==> config.mk <==
export PLATFORM = sky130hd
export DESIGN_NAME = tptr_unit
export DESIGN_NICKNAME = d
export VERILOG_FILES = /design/src/rtl/tptr_pkg.sv /design/src/rtl/tptr_decode.sv /design/src/rtl/tptr_seq.sv /design/src/rtl/tptr_pointer.sv /design/src/rtl/tptr_unit.sv
export SDC_FILE = /design/constraint.sdc
export NUM_CORES = 1
export LEC_CHECK = 0
export BUFFER_PORTS_ARGS = -buffer_cell sky130_fd_sc_hd__buf_4
export CORE_UTILIZATION = 44
export CTS_CLUSTER_DIAMETER = 60
export DETAILED_ROUTE_END_ITERATION = 10
export GPL_TIMING_DRIVEN = 0
export PLACE_DENSITY = 0.79
export REMOVE_ABC_BUFFERS = 1
export SYNTH_ARGS = -nofsm -noshare
export SYNTH_HDL_FRONTEND = slang
export SYNTH_HIERARCHICAL = 1
export SYNTH_SLANG_ARGS = --single-unit
==> constraint.sdc <==
create_clock -name clk -period 3.4 [get_ports clk]
set_input_delay 0.34 -clock clk [delete_from_list [all_inputs] [get_ports clk]]
set_output_delay 0.34 -clock clk [all_outputs]
set_load 0.05 [all_outputs]
==> src/rtl/tptr_pkg.sv <==
package tptr_pkg;

  typedef enum logic [1:0] {
    MODE_KEEP     = 2'b00,
    MODE_POST_INC = 2'b01,
    MODE_POST_DEC = 2'b10,
    MODE_PRE_INC  = 2'b11
  } tptr_mode_e;

  typedef struct packed {
    logic       is_tbl;
    logic       is_wr;
    tptr_mode_e mode;
  } tptr_op_t;

  typedef enum logic [1:0] {
    ST_IDLE   = 2'b00,
    ST_FIRST  = 2'b01,
    ST_SECOND = 2'b10
  } tptr_state_e;

endpackage

==> src/rtl/tptr_decode.sv <==
module tptr_decode
  import tptr_pkg::*;
#(
  parameter int IW = 16
) (
  input  logic [IW-1:0] word,
  output tptr_op_t      op
);
  localparam int HI_W = IW - 4;

  logic hi_zero;

  assign hi_zero = (word[IW-1:4] == {HI_W{1'b0}});

  always_comb begin
    op.is_tbl = hi_zero && word[3];
    op.is_wr  = word[2];
    op.mode   = tptr_mode_e'(word[1:0]);
  end
endmodule

==> src/rtl/tptr_seq.sv <==
module tptr_seq
  import tptr_pkg::*;
(
  input  logic     clk,
  input  logic     rst_n,
  input  logic     ins_valid,
  input  tptr_op_t op_in,
  output logic     ins_ready,
  output logic     busy,
  output logic     step_up,
  output logic     step_down,
  output logic     mem_rd,
  output logic     mem_wr,
  output logic     lat_capture
);
  tptr_state_e state, state_nx;
  tptr_op_t    op_q;
  logic        take;

  assign ins_ready = (state != ST_FIRST);
  assign busy      = (state != ST_IDLE);
  assign take      = ins_valid && ins_ready;

  always_comb begin
    state_nx = state;
    case (state)
      ST_IDLE, ST_SECOND: state_nx = (take && op_in.is_tbl) ? ST_FIRST : ST_IDLE;
      ST_FIRST:           state_nx = ST_SECOND;
      default:            state_nx = ST_IDLE;
    endcase
  end

  always_ff @(posedge clk or negedge rst_n) begin
    if (!rst_n) begin
      state <= ST_IDLE;
      op_q  <= '0;
    end else begin
      state <= state_nx;
      if (take && op_in.is_tbl) op_q <= op_in;
    end
  end

  always_comb begin
    step_up     = ((state == ST_FIRST)  && (op_q.mode == MODE_PRE_INC)) ||
                  ((state == ST_SECOND) && (op_q.mode == MODE_POST_INC));
    step_down   = (state == ST_SECOND) && (op_q.mode == MODE_POST_DEC);
    mem_rd      = (state == ST_SECOND) && !op_q.is_wr;
    mem_wr      = (state == ST_SECOND) &&  op_q.is_wr;
    lat_capture = mem_rd;
  end
endmodule

==> src/rtl/tptr_pointer.sv <==
module tptr_pointer #(
  parameter int AW = 21
) (
  input  logic          clk,
  input  logic          rst_n,
  input  logic          load_en,
  input  logic [AW-1:0] load_val,
  input  logic          step_up,
  input  logic          step_down,
  output logic [AW-1:0] ptr
);
  localparam logic [AW-1:0] ONE = {{(AW-1){1'b0}}, 1'b1};

  always_ff @(posedge clk or negedge rst_n) begin
    if (!rst_n)         ptr <= '0;
    else if (load_en)   ptr <= load_val;
    else if (step_up)   ptr <= ptr + ONE;
    else if (step_down) ptr <= ptr - ONE;
  end
endmodule

==> src/rtl/tptr_unit.sv <==
module tptr_unit
  import tptr_pkg::*;
#(
  parameter int ADDR_W = 21,
  parameter int DATA_W = 8
) (
  input  logic              clk,
  input  logic              rst_n,
  input  logic              ins_valid,
  output logic              ins_ready,
  input  logic [15:0]       ins_word,
  output logic              busy,
  input  logic              ptr_load,
  input  logic [ADDR_W-1:0] ptr_load_val,
  input  logic              lat_load,
  input  logic [DATA_W-1:0] lat_load_val,
  output logic [ADDR_W-1:0] tptr,
  output logic [DATA_W-1:0] lat_q,
  output logic [ADDR_W-1:0] mem_addr,
  output logic              mem_rd,
  output logic              mem_wr,
  output logic [DATA_W-1:0] mem_wdata,
  input  logic [DATA_W-1:0] mem_rdata
);
  tptr_op_t op_dec;
  logic     step_up, step_down, lat_capture;

  tptr_decode #(.IW(16)) u_dec (
    .word (ins_word),
    .op   (op_dec)
  );

  tptr_seq u_seq (
    .clk         (clk),
    .rst_n       (rst_n),
    .ins_valid   (ins_valid),
    .op_in       (op_dec),
    .ins_ready   (ins_ready),
    .busy        (busy),
    .step_up     (step_up),
    .step_down   (step_down),
    .mem_rd      (mem_rd),
    .mem_wr      (mem_wr),
    .lat_capture (lat_capture)
  );

  tptr_pointer #(.AW(ADDR_W)) u_ptr (
    .clk       (clk),
    .rst_n     (rst_n),
    .load_en   (ptr_load && !busy),
    .load_val  (ptr_load_val),
    .step_up   (step_up),
    .step_down (step_down),
    .ptr       (tptr)
  );

  always_ff @(posedge clk or negedge rst_n) begin
    if (!rst_n)                 lat_q <= '0;
    else if (lat_load && !busy) lat_q <= lat_load_val;
    else if (lat_capture)       lat_q <= mem_rdata;
  end

  assign mem_addr  = tptr;
  assign mem_wdata = lat_q;
endmodule

==> out/metrics.cfg <==
[logic_synthesis]
synth-main-ff-cell=dfrtp_1
yosys.cell_types.count=47
synth_edf_count=0
synth_area_per_cell_um2=9.42
ys_warn_count=6
ys_seq_area_share_pct=29.1
synthCells=310
netlist_area_mm2=0.00292
ys_ff_latch=34
synthArstFlopShare_pct=100

[cells_and_area]
final_util_pct=63.2
fillers=539
antenna_cells=0
nNetsFinal=485
drive_gt1_share_pct=51.1
area_growth_pct=38.2

[pwr]
irDropWorstVdd_uv=210
switching_share_pct=42.5
p_per_area_mw_per_mm2=380
internal_power_w=0.000882
pwr-share-seq_pct=31.4
p_sw_w=0.000652
p_comb_share_pct=49.4
clockPowerShare_pct=19.2
p_leak_nw=1.90

[timing]
tns_ns=-0.0124
relSlewSlack_pct=26.8
hold_slack_ns=-0.00830
skew_ns=0.00753
period_minus_slack_ns=3.41
maxSlewViolCount=0
fmaxAchievable_mhz=293
timing.final.ws_setup_ns=-0.0124
period_share_pct=100
setup_viol=1
hold_violations=8
rsz0062_at_grt=true
worst_pin_slew_ns=1.09

[floorplanning]
io_pins=120
rows=29
chipWidth_um=83.5
start_util_pct=45.7
fp.dieArea_mm2=0.00697
die_h_um=83.5
core_mm2=0.00639

[clock_tree]
cts_hold_buffers=0
clock_sinks=34
htreeDepth=2
clockBufferDepth=2
cts_tree=built
clock_latency_ns=0.29
clkTransAtPathRegs_ns=0.08
root_buffer=clkbuf_8
cts_buffers=5

[critical_path]
cp_max_fo=5
cp.required_ns=3.59
cp_data_arrival_time_ns=3.61
startpoint=u_seq/state[1]
timing.rr.start=u_seq/state[1]
cp-end-kind=register
cp-start-kind=register
crit_type=register to register

[grt]
grt_max_degree=35
antenna_found_initial=0
grt_pass1_vias=2494
grt_pass1_wl_mm=11.6
grt_overflow=0
grt_usage_pct=20.4

[place]
routabilityCongestion=0.816
numPortBuffers=119
place_hpwl_mm=5.10

[detailed_routing]
drc=0
route.vias.total=2515
drt-vias-per-instance=5.20
dr.pass1.iters=4
final_antenna_net_count=0
drt_iter0_markers=52
wl_mm=7.23
wl_per_cell_um=14.9

[outcome]
violations=negative hold slack, negative setup slack
status=complete, but fails checks

[worst_hold_path]
min_path_type=primary input to asynchronous set/reset pin

[run]
drv_cap=0

[worst max-delay path: stages, from the launching register on]
cell	delay, ns
dfrtp_1	0.43
nor2b_4	0.14
inv_2	0.05
mux2i_1	0.14
and2_4	0.18
clkinvlp_4	0.13
buf_12	0.17
ha_1	0.35
nand2_1	0.11
nor4_2	0.28
nor2_1	0.12
a311o_1	0.32
a311oi_2	0.31
a31oi_1	0.18
xor2_1	0.17
a221oi_1	0.24
[final timing paths]
check | endpoint | slack (ns) | depth (start not counted)
max | u_ptr/ptr[19] | -0.01 | 15
min | lat_q[4] | -0.008 | 1
max reg2reg | u_ptr/ptr[19] | -0.01 | 15
min reg2reg | u_seq/state[0] | 0.48 | 1
max in group asynchronous | u_ptr/ptr[8] | 3.08 | 1
min in group clk | u_ptr/ptr[20] | 0.26 | 3
[synthesized netlist by cell type, types with 2 or more instances]
master / n / area (µm²)
a311oi_2: 2 / 30.0
clkbuf_1: 5 / 18.8
nand2b_1: 2 / 12.5
a31oi_1: 3 / 18.8
nor3_1: 2 / 10.0
ha_1: 19 / 238
xor2_1: 10 / 87.6
nor4b_1: 2 / 17.5
o211ai_1: 2 / 15.0
nor4_1: 4 / 25.0
mux2_2: 16 / 180
nand3_1: 6 / 30.0
buf_4: 33 / 248
buf_2: 2 / 10.0
nor3b_1: 4 / 30.0
or2_2: 3 / 18.8
nand4_1: 2 / 12.5
xnor2_1: 9 / 78.8
nand2_1: 34 / 128
a21o_1: 7 / 52.6
nor2_1: 17 / 63.8
mux2_4: 19 / 285
a21oi_1: 19 / 95.1
o21ai_0: 22 / 110
mux2i_1: 2 / 20.0
dfrtp_1: 34 / 851
inv_1: 10 / 37.5
[stage by stage]
step	total power [W]	setup WS, ns	instances	area [µm²]
after global placement	0.00118	-0.510	464	3620
after global routing	0.00161	-0.276	484	4040
after CTS	0.00152	0.00628	479	3870
after floorplan	0.000972	-0.436	268	2630
after detailed placement	0.00119	-0.524	466	3650
final	0.00153	-0.0124	484	4040
[cells by family after synthesis]
| logic type | synth area share, % |
|---|---|
| DFF | 29.1 |
| and+or+nand+nor | 14.0 |
| buffers and inverters | 11.3 |
| AOI/OAI and AO/OA | 14.4 |
| adders and majority gates | 8.82 |
| muxes | 16.6 |
| xor gates and xnor gates | 5.70 |
[power by group through the flow]
stage,Sequential [W],Combinational (W),Clock (W)
floorplan,0.000721,0.000251,0
global placement,0.000482,0.000696,0
detailed placement,0.000485,0.000709,0
CTS,0.000480,0.000729,0.000308
global route,0.000488,0.000805,0.000319
finish,0.000481,0.000758,0.000295
[flip-flops by register name (all words and copies together), names as in the netlist]
signal	flops
u_seq/state	2
lat_q	8
u_seq/op_q	3
u_ptr/ptr	21
[routing by layer]
| layer | global-route usage (%) | up-vias | wire length [µm] |
|---|---|---|---|
| met3 | 2.87 | 7 | 273 |
| met1 | 25.3 | 1185 | 3100 |
| met2 | 37.1 | 69 | 3790 |
| met5 | 0 | - | 0 |
| met4 | 5.39 | 0 | 68 |
| li1 | - | 1254 | - |
[final cells by class]
cell class	count	area (µm²)	share of cell area, %
Clock inverter	2	10.0	0.248
Timing Repair inverter	1	7.51	0.186
Tap cell	77	96.3	2.39
Inverter	10	41.3	1.02
Clock buffer	5	68.8	1.70
Multi-Input combinational cell	224	1930	47.8
Sequential cell	34	851	21.1
Timing Repair Buffer	131	1030	25.6
[layout by cell type, fill, tap and decap left out, types with 3 or more instances in the layout]
master,instances
a21o_1,7
a21oi_1,15
a21oi_2,3
buf_4,126
clkbuf_8,5
dfrtp_1,34
ha_1,10
ha_4,8
inv_1,8
mux2_2,16
mux2_4,19
nand2_1,34
nand3_1,6
nor2_1,16
nor3b_1,3
nor4_1,3
o21ai_0,21
xnor2_1,9
xor2_1,10
[what timing repair did]
action,CTS,global route
gates cloned,1,1
resized for setup,16,21
buffers inserted,5,4
pin swaps,6,11
setup endpoints to repair,15,8
No activity file was read; power rests on OpenSTA's default activity.
